`src/rtl/cond_gate.sv`:
```
module cond_gate #(
  parameter int PC_W = 32
) (
  input  logic            clk,
  input  logic            rst_n,
  input  logic            in_valid,
  input  logic [31:0]     status_word,
  input  logic [31:0]     opcode,
  input  logic            narrow_mode,
  input  logic [PC_W-1:0] pc_in,
  output logic            res_valid,
  output logic            res_pass,
  output logic [PC_W-1:0] res_next_pc
);
  localparam logic [PC_W-1:0] WIDE_STEP   = PC_W'(4);
  localparam logic [PC_W-1:0] NARROW_STEP = PC_W'(2);
  localparam logic [3:0]      BRANCH_TAG  = 4'hD;

  logic fn, fz, fc, fv;
  assign {fn, fz, fc, fv} = status_word[31:28];

  logic [3:0] code;
  logic       gated, cond_ok, pass_now;

  assign code   = narrow_mode ? opcode[11:8] : opcode[31:28];
  assign gated  = !narrow_mode || (opcode[15:12] == BRANCH_TAG);

  always_comb begin
    case (code)
      4'h0: cond_ok = fz;
      4'h1: cond_ok = !fz;
      4'h2: cond_ok = fc;
      4'h3: cond_ok = !fc;
      4'h4: cond_ok = fn;
      4'h5: cond_ok = !fn;
      4'h6: cond_ok = fv;
      4'h7: cond_ok = !fv;
      4'h8: cond_ok = fc && !fz;
      4'h9: cond_ok = !fc || fz;
      4'hA: cond_ok = (fn == fv);
      4'hB: cond_ok = (fn != fv);
      4'hC: cond_ok = !fz && (fn == fv);
      4'hD: cond_ok = fz || (fn != fv);
      default: cond_ok = 1'b1;
    endcase
  end

  assign pass_now = !gated || cond_ok;

  always_ff @(posedge clk) begin
    if (!rst_n) begin
      res_valid   <= 1'b0;
      res_pass    <= 1'b0;
      res_next_pc <= '0;
    end else begin
      res_valid <= in_valid;
      if (in_valid) begin
        res_pass <= pass_now;
        if (!pass_now)
          res_next_pc <= pc_in + (narrow_mode ? NARROW_STEP : WIDE_STEP);
      end
    end
  end
endmodule


```
`config.mk`:
```
export PLATFORM = sky130hd
export DESIGN_NAME = cond_gate
export DESIGN_NICKNAME = d
export VERILOG_FILES = /design/src/rtl/cond_gate.sv
export SDC_FILE = /design/constraint.sdc
export NUM_CORES = 1
export LEC_CHECK = 0
export ABC_AREA = 1
export CAP_MARGIN = 20
export CORE_MARGIN = 2
export CORE_UTILIZATION = 42
export CTS_CLUSTER_DIAMETER = 60
export DETAILED_ROUTE_END_ITERATION = 8
export GPL_ROUTABILITY_DRIVEN = 0
export PLACE_DENSITY_LB_ADDON = 0.15
export SLEW_MARGIN = 25
export SYNTH_ARGS = -nofsm -noshare
export SYNTH_HDL_FRONTEND = slang
export SYNTH_SLANG_ARGS = --single-unit
```
`constraint.sdc`:
```
create_clock -name clk -period 5.8 [get_ports clk]
set_clock_uncertainty 0.1 [all_clocks]
set_input_delay 1.45 -clock clk [delete_from_list [all_inputs] [get_ports clk]]
set_output_delay 1.45 -clock clk [all_outputs]
set_load 0.05 [all_outputs]
```
==> flow_summary.json, run 1 <==
{
  "outcome": "complete, no violations",
  "htree_levels": 2,
  "vias_per_cell": 4.88,
  "dpl.hpwl_um": 5080,
  "ios": 134,
  "worst-setup-path-type": "input port to flop",
  "path_clk_slew_ns": 0.07,
  "arrival_ns": 4.32,
  "drive_gt1_share_pct": 3.18,
  "pre_cts_slack_ns": 1.36,
  "vias": 2805,
  "drv_cap": 0,
  "yosysUniqueCellTypes": 23,
  "min_period_over_period_pct": 72.5,
  "tritoncts": "yes",
  "cp_slowest_cell": "clkdlybuf4s50_1",
  "cts_hold_buf": 0,
  "hold_path.class": "flop to flop",
  "n_fill_cell": 565,
  "endpoint_kind": "flop",
  "netlist_area_um2": 2440,
  "max_freq_ghz": 0.238,
  "clock_sink_count": 34,
  "synth_cells": 424,
  "nets": 605,
  "cp_common_cell": "nand2_1",
  "ys_seq_elements": 34,
  "vdd_drop_max_v": 0.000128,
  "tightest_slew_ns": 0.715,
  "port_buffers": 85,
  "area.growth.synth_to_final_pct": 40.3,
  "finalHoldViolations": 0,
  "die_area_um2": 6450,
  "post-route-drc-count": 0,
  "postCtsSetupBuffers": 0,
  "wirelength_um": 6340,
  "grt_pass1_wl_um": 10400,
  "crit_chain": "clkdlybuf4s50_1 -> inv_2 -> nand2_1 -> nand2_1 -> nand2_1 -> nand2_1 -> nand2_1 -> nand3_1 -> nand3_2 -> nand2_1 -> nor2_4 -> nor2_1 -> nor2_1",
  "ctsResizeCount": 0,
  "seq_area_um2": 681,
  "antenna_found_initial": 0,
  "synth.yosys.seq_area_share_pct": 27.8,
  "p_leak_nw": 1.50,
  "yosys_warnings": 0,
  "synth.avg_cell_area_um2": 5.77,
  "grt_max_degree": 35,
  "required_ns": 5.92,
  "clock_path_buffers": 2,
  "root_buffer": "clkbuf_8",
  "multi_input_comb_area_um2": 1550,
  "diodes": 0,
  "die_y_um": 80.3,
  "start_util_pct": 43.9,
  "finish.utilization_pct": 61.5,
  "worstSetupStartpointType": "input port",
  "report.final.setup_viol": 0,
  "max_slew_margin_pct": 52.2,
  "drt_iter0_markers": 224,
  "grt_usage_pct": 20.3,
  "fin_tns_setup_ns": 0,
  "fin_crit_ns": 4.20,
  "grt_pass1_vias": 2358,
  "maxSlewViolCount": 0,
  "gr-total-overflow": 0,
  "rsz0062_at_grt": "no",
  "clk_latency_ns": 0.28,
  "cp_max_fo": 33,
  "max_stage_delay_ns": 0.66,
  "core_um2": 5570,
  "syn_nets": 527,
  "fin_ws_ns": 1.60,
  "std_cell_rows": 27,
  "numCtsBuffers": 5,
  "wl_per_cell_um": 11.0,
  "fp.dieW_um": 80.3,
  "powerDensity_nw_per_um2": 216,
  "ant_nets": 0,
  "firstDrtPassIters": 4
}
-- report_power, final --
group	switching, mW	internal (mW)
Clock	0.0845	0.126
Sequential	0.00990	0.254
Combinational	0.166	0.100
-- cells by family after synthesis --
logic type               after synthesis  synth area share (%)
adder cells (fa/ha/maj)                3                  1.84
AO/OA/AOI/OAI                          8                  2.10
flip-flops                            34                  27.8
AND/OR/NAND/NOR                      309                  53.2
buffers and inverters                 52                  8.60
XOR/XNOR                              18                  6.45
-- critical path, delay by kind of cell --
family                 cells  cell delay [ns]
buffers and inverters      2             0.80
and+or+nand+nor           11             2.06
-- through the flow --
| step | hold WS (ns) | instance area (um^2) | total power, mW | std cells |
|---|---|---|---|---|
| 6_report | 0.381 | 3430 | 0.741 | 575 |
| 5_1_grt | 0.404 | 3430 | 0.779 | 575 |
| 4_1_cts | 0.385 | 3430 | 0.745 | 575 |
| 3_5_place_dp | 0.369 | 3320 | 0.535 | 567 |
| 3_3_place_gp | 0.364 | 3330 | 0.534 | 567 |
| 2_1_floorplan | 0.600 | 2440 | 0.437 | 424 |
-- metal layers --
| metal | share of wire, % | wire (um) | track usage [%] | up-vias |
|---|---|---|---|---|
| met5 | 0 | 0 | 0 | - |
| met4 | 2.1 | 133 | 8.14 | 0 |
| met3 | 6.0 | 380 | 2.36 | 11 |
| met2 | 42 | 2690 | 30.3 | 100 |
| met1 | 49 | 3130 | 29.6 | 1200 |
| li1 | - | - | - | 1494 |
-- worst paths after layout --
kind | startpoint | to | slack [ns] | cells after the start
hold reg to reg | res_next_pc[9] | res_next_pc[9] | 0.38 | 2
hold / removal | res_next_pc[9] | res_next_pc[9] | 0.38 | 2
setup reg to reg | res_pass | res_pass | 5.05 | 2
setup / recovery | narrow_mode | res_next_pc[8] | 1.60 | 13
-- cell usage in the layout (no fill, tap or decap), types with 2 or more instances in the layout --
cell type and n:
ha_1 2, nand2_1 141, inv_1 34, nand4_1 36, clkdlybuf4s50_1 84, a21oi_1 2
o21bai_1 3, buf_4 2, inv_2 2, dfxtp_1 34, xor2_1 11, xnor2_1 7
nand3_1 20, clkinv_2 2, clkbuf_8 5, nand3b_1 3, nor2_1 107
-- cells in the mapped netlist --
cell type,n,area [um^2]
o21ai_0,1,5.00
inv_1,34,128
nand3b_1,3,22.5
nand3_1,20,100
nand2_1,141,529
nor2_1,107,402
a21oi_2,1,8.76
o21ai_1,1,5.00
xor2_1,11,96.3
clkbuf_1,8,30.0
nor2_4,1,11.3
inv_2,2,7.51
ha_1,2,25.0
buf_4,3,22.5
dfxtp_1,34,681
buf_2,3,15.0
buf_1,2,7.51
xnor2_1,7,61.3
nand3_2,1,10.0
fa_1,1,20.0
o21bai_1,3,22.5
nand4_1,36,225
a21oi_1,2,10.0
-- flip-flops by register name (all words and copies together), names as in the netlist --
register and cells:
res_next_pc 32, res_pass 1, res_valid 1
-- area by class of cell --
cell class | count | area share (%)
clock buffers | 5 | 2.01
clock inverters | 3 | 1.17
inverters | 36 | 3.94
multi-input cells | 338 | 45.3
flip-flops and latches | 34 | 19.8
well taps | 72 | 2.63
repair buffers | 87 | 25.1
(Power assumes the default switching activity.)
==> run 2: changes to the inputs <==
--- a/config.mk
+++ b/config.mk
@@ -8,7 +8,7 @@
 export ABC_AREA = 1
 export CAP_MARGIN = 20
 export CORE_MARGIN = 2
-export CORE_UTILIZATION = 42
+export CORE_UTILIZATION = 39
 export CTS_CLUSTER_DIAMETER = 60
 export DETAILED_ROUTE_END_ITERATION = 8
 export GPL_ROUTABILITY_DRIVEN = 0
==> constraint.sdc (replaced) <==
create_clock -name clk -period 4.05 [get_ports clk]
set_clock_uncertainty 0.1 [all_clocks]
set_input_delay 1.0125 -clock clk [delete_from_list [all_inputs] [get_ports clk]]
set_output_delay 1.0125 -clock clk [all_outputs]
set_load 0.05 [all_outputs]
==> run 2 against run 1 <==
Compared with the run above:
- setup slack got worse by 0.78 ns
- routed wire length up 6.8%
- critical path depth grew 1
- final cell count up 1.6%
- hold slack improved by 0.0018 ns
- via count grew 1.0%
- largest cell class unchanged
- largest power group unchanged
==> flow_summary.json, run 2 (synthesized netlist as in run 1, its figures left out) <==
{
  "worst-setup-path-type": "input port to flop",
  "finish.utilization_pct": 58.1,
  "reg2reg_slack_ns": 3.31,
  "n_fill_cell": 605,
  "arrival_ns": 3.32,
  "top_register": "res_next_pc",
  "wl_per_cell_um": 11.6,
  "fin_crit_ns": 3.23,
  "ctsResizeCount": 0,
  "port_buffers": 85,
  "tritoncts": "yes",
  "worst-path-buf-inv": 3,
  "tightest_slew_ns": 0.507,
  "max_slew_margin_pct": 66.1,
  "drive_gt1_share_pct": 3.73,
  "endpoint_kind": "flop",
  "cp_slowest_cell": "clkdlybuf4s50_1",
  "htree_levels": 2,
  "numCtsBuffers": 5,
  "maxSlewViolCount": 0,
  "core_um2": 5990,
  "root_buffer": "clkbuf_8",
  "drt_iter0_markers": 171,
  "post-route-drc-count": 0,
  "rsz0062_at_grt": "no",
  "hold_start": "res_next_pc[16]",
  "max_stage_delay_ns": 0.66,
  "top_regs": "res_next_pc x32, res_pass x1, res_valid x1",
  "multi_input_comb_area_um2": 1550,
  "path_clk_slew_ns": 0.07,
  "diodes": 0,
  "wirelength_um": 6770,
  "cp_common_cell": "nand2_1",
  "vdd_drop_max_v": 0.000227,
  "max_freq_ghz": 0.310,
  "p_leak_nw": 1.53,
  "area.growth.synth_to_final_pct": 42.4,
  "antenna_found_initial": 0,
  "vias_per_cell": 4.85,
  "gr-total-overflow": 0,
  "powerDensity_nw_per_um2": 306,
  "ant_nets": 0,
  "grt_pass1_wl_um": 11300,
  "r2r-start": "res_pass",
  "seq_area_um2": 681,
  "start_util_pct": 40.8,
  "largest_reg_flops": 32,
  "nets": 611,
  "grt_usage_pct": 19.6,
  "cp_max_fo": 8,
  "crit_family": "simple AND/OR/NAND/NOR gates",
  "die_area_um2": 6920,
  "clock_sink_count": 34,
  "hold_path.class": "flop to flop",
  "fp.dieW_um": 83.2,
  "clk_latency_ns": 0.28,
  "clock_path_buffers": 2,
  "grt_pass1_vias": 2576,
  "std_cell_rows": 28,
  "ff2ff_path_depth": 2,
  "vias": 2833,
  "grt_max_degree": 35,
  "drv_cap": 0,
  "layout_common_cells": "141 x nand2_1, 107 x nor2_1, 85 x clkdlybuf4s50_1",
  "final_common_cell": "nand2_1",
  "cts_hold_buf": 0,
  "fin_tns_setup_ns": 0,
  "report.final.setup_viol": 0,
  "worstSetupStartpointType": "input port",
  "hold-path-cell-count": 2,
  "ios": 134,
  "postCtsSetupBuffers": 0,
  "holdWs_ns": 0.382,
  "finalHoldViolations": 0,
  "holdPathEnd": "res_next_pc[16]",
  "min_period_over_period_pct": 79.8,
  "die_y_um": 83.2,
  "r2r-end": "res_pass",
  "dpl.hpwl_um": 5500,
  "firstDrtPassIters": 4,
  "crit_chain": "clkdlybuf4s50_1 -> ha_1 -> fa_1 -> nand3_1 -> inv_1 -> nand3_1 -> nor2_1 -> nand2_1 -> nand2_1 -> nand2_1 -> inv_1 -> nand4_1 -> nand2_1 -> nor2_1",
  "required_ns": 4.13,
  "outcome": "complete, no violations"
}
[run 2: metal layers]
metal,part of all wire (%),track usage (%),vias up
met5,0,0,-
met4,1.4,6.41,0
met3,6.0,3.48,8
met2,44,30.7,92
met1,48,27.3,1229
li1,-,-,1504
[run 2: worst max-delay path by stage]
stage,from,to,slack (ns),depth (start not counted)
6_report,narrow_mode,res_next_pc[31],0.82,14
4_1_cts,narrow_mode,res_next_pc[31],0.82,14
3_5_place_dp,narrow_mode,res_next_pc[31],0.52,14
3_3_place_gp,narrow_mode,res_next_pc[31],0.56,14
5_1_grt,narrow_mode,res_next_pc[31],0.61,14
2_1_floorplan,narrow_mode,res_next_pc[23],1.47,11
[run 2: per-stage QoR]
| stage | std cells | setup WS, ns | area (um^2) | total power [mW] |
|---|---|---|---|---|
| finish | 584 | 0.819 | 3480 | 1.06 |
| detailed placement | 576 | 0.516 | 3370 | 0.773 |
| floorplan | 424 | 1.47 | 2440 | 0.626 |
| global placement | 576 | 0.557 | 3370 | 0.768 |
| CTS | 584 | 0.817 | 3480 | 1.07 |
| global route | 584 | 0.606 | 3480 | 1.12 |
[run 2: power breakdown]
group / total, mW / internal (mW) / switching, mW / leakage (nW)
sequential: 0.378 / 0.363 / 0.0146 / 0.279
clock: 0.299 / 0.184 / 0.115 / 0.0524
combinational: 0.388 / 0.147 / 0.240 / 1.20
[run 2: worst register-to-register path, delay by kind of cell, from the launching register on]
family          cells  cell delay (ns)
flops               1             0.31
compound gates      1             0.15
simple gates        1             0.06
[run 2: cell type report]
type,count,area share [%]
clock buffers,7,2.19
multi-input cells,338,44.6
well taps,75,2.70
flip-flops and latches,34,19.6
clock inverters,1,0.863
inverters,36,3.88
repair buffers,93,26.2
==> run 3: changes to the inputs <==
--- a/config.mk
+++ b/config.mk
@@ -8,7 +8,7 @@
 export ABC_AREA = 1
 export CAP_MARGIN = 20
 export CORE_MARGIN = 2
-export CORE_UTILIZATION = 39
+export CORE_UTILIZATION = 36
 export CTS_CLUSTER_DIAMETER = 60
 export DETAILED_ROUTE_END_ITERATION = 8
 export GPL_ROUTABILITY_DRIVEN = 0
==> constraint.sdc (replaced) <==
create_clock -name clk -period 2.78 [get_ports clk]
set_clock_uncertainty 0.1 [all_clocks]
set_input_delay 0.695 -clock clk [delete_from_list [all_inputs] [get_ports clk]]
set_output_delay 0.695 -clock clk [all_outputs]
set_load 0.05 [all_outputs]
==> run 3 against run 2 <==
Compared with the run above:
- highest routed layer unchanged
- hold slack worse by 0.0027 ns
- combinational power up 54%
- global-route usage down 0.20 points
- setup slack worse by 0.70 ns
- utilization down 3.8 points
- sequential share of layout area down 0.79 points
- clock power up 21%
==> flow_summary.json, run 3 (synthesized netlist as in run 1, its figures left out) <==
{
  "dr.max_layer_used": "met4",
  "gr-total-overflow": 0,
  "max_slew_margin_pct": 65.4,
  "root_buffer": "clkbuf_8",
  "firstDrtPassIters": 5,
  "report.final.setup_viol": 0,
  "drive_gt1_share_pct": 7.28,
  "p_leak_nw": 1.61,
  "postCtsSetupBuffers": 0,
  "largest_reg_flops": 32,
  "powerDensity_nw_per_um2": 416,
  "power_switching_uw": 543,
  "final_common_cell": "nand2_1",
  "area.growth.synth_to_final_pct": 48.4,
  "hold_path.class": "flop to flop",
  "routedLengthMet1_um": 3480,
  "multi_input_comb_area_um2": 1570,
  "grt_pass1_wl_um": 11800,
  "start_util_pct": 36.6,
  "clkPwrFrac_pct": 24.1,
  "met3_length_um": 356,
  "hold_start": "res_next_pc[14]",
  "fp.dieW_um": 86.4,
  "drt_iter0_markers": 133,
  "critPathLaunch": "narrow_mode",
  "placed_area_um2": 3520,
  "layout_common_cells": "139 x nand2_1, 106 x nor2_1, 85 x clkdlybuf4s50_1",
  "outcome": "complete, no violations",
  "numCtsBuffers": 5,
  "comb_power_share_pct": 39.5,
  "finalInstanceArea_um2": 3630,
  "die_y_um": 86.4,
  "maxSlewViolCount": 0,
  "rsz0062_at_grt": "yes",
  "clock_path_buffers": 2,
  "power.share.sequential_pct": 36.4,
  "top_register": "res_next_pc",
  "tightest_slew_ns": 0.518,
  "r2r-start": "res_pass",
  "required_ns": 2.86,
  "vias_per_cell": 4.80,
  "vias": 2890,
  "path_clk_slew_ns": 0.07,
  "drv_cap": 0,
  "arrival_ns": 2.74,
  "worst-setup-path-type": "input port to flop",
  "max_freq_ghz": 0.375,
  "cp_max_fo": 3,
  "wl_per_cell_um": 11.8,
  "top_regs": "res_next_pc x32, res_pass x1, res_valid x1",
  "n_fill_cell": 680,
  "grt_usage_pct": 19.4,
  "ctsResizeCount": 0,
  "nets": 624,
  "grt_pass1_vias": 2605,
  "intPower_uw": 965,
  "seq_area_um2": 681,
  "min_period_over_period_pct": 95.9,
  "fin_crit_ns": 2.67,
  "fin_tns_setup_ns": 0,
  "htree_levels": 2,
  "tritoncts": "yes",
  "cts_hold_buf": 0,
  "die_area_um2": 7470,
  "reg2reg_slack_ns": 2.06,
  "diodes": 0,
  "endpoint_kind": "flop",
  "post-route-drc-count": 0,
  "worstSetupStartpointType": "input port",
  "vdd_drop_max_v": 0.000206,
  "grt_max_degree": 35,
  "clk_latency_ns": 0.27,
  "ant_nets": 0,
  "std_cell_rows": 30,
  "core_um2": 6680,
  "ios": 134,
  "finish.utilization_pct": 54.3,
  "antenna_found_initial": 0,
  "clock_sink_count": 34,
  "finalHoldViolations": 0,
  "wirelength_um": 7110,
  "dpl.hpwl_um": 5860,
  "wl_met2_um": 3230,
  "port_buffers": 85,
  "p_sw_share_pct": 36.0
}
run 3: changes by cell type in the layout (fill, tap and decap cells not counted), sizes merged:
cell    change
buf        +13
bufinv      -1
clkinv      +1
run 3: power groups by stage:
| stage | sequential (mW) | combinational (mW) | clock (mW) |
|---|---|---|---|
| floorplan | 0.703 | 0.209 | 0 |
| global placement | 0.560 | 0.586 | 0 |
| detailed placement | 0.561 | 0.592 | 0 |
| CTS | 0.550 | 0.593 | 0.377 |
| global route | 0.554 | 0.644 | 0.402 |
| finish | 0.550 | 0.596 | 0.363 |
run 3: final cells by class:
type | instances | share of cell area [%]
inverter | 36 | 3.73
clock inverter | 1 | 0.138
multi-input combinational | 338 | 43.4
timing repair buffer | 106 | 28.8
tap | 80 | 2.76
clock buffer | 7 | 2.38
sequential | 34 | 18.8
run 3: path summary, 6_finish.rpt:
kind | endpoint | depth (start not counted)
min reg2reg | res_next_pc[14] | 2
max | res_next_pc[31] | 14
min | res_next_pc[14] | 2
max reg2reg | res_pass | 2
run 3: metrics by stage:
stage	hold WS (ns)	instances	power [mW]	setup slack, ns
floorplan	0.600	424	0.912	0.513
finish	0.380	602	1.51	0.114
global placement	0.364	594	1.15	-0.240
CTS	0.387	602	1.52	0.0249
global route	0.408	602	1.60	-0.0559
detailed placement	0.371	594	1.15	-0.264
run 3: critical path, cell delays in order:
cell and delay, ns:
clkdlybuf4s50_1 0.53, ha_1 0.20, fa_1 0.22, nand3_2 0.11
inv_1 0.12, nand3_1 0.13, nor2_2 0.21, nand2_1 0.08
nand2_1 0.06, nand2_1 0.04, inv_1 0.07, nand4_1 0.13
nand2_1 0.10, nor2_1 0.04
run 3: metal layers:
layer | up-vias | GRT usage [%]
met5 | - | 0
met4 | 0 | 5.68
met3 | 4 | 2.29
met2 | 91 | 30.6
met1 | 1273 | 27.8
li1 | 1522 | -
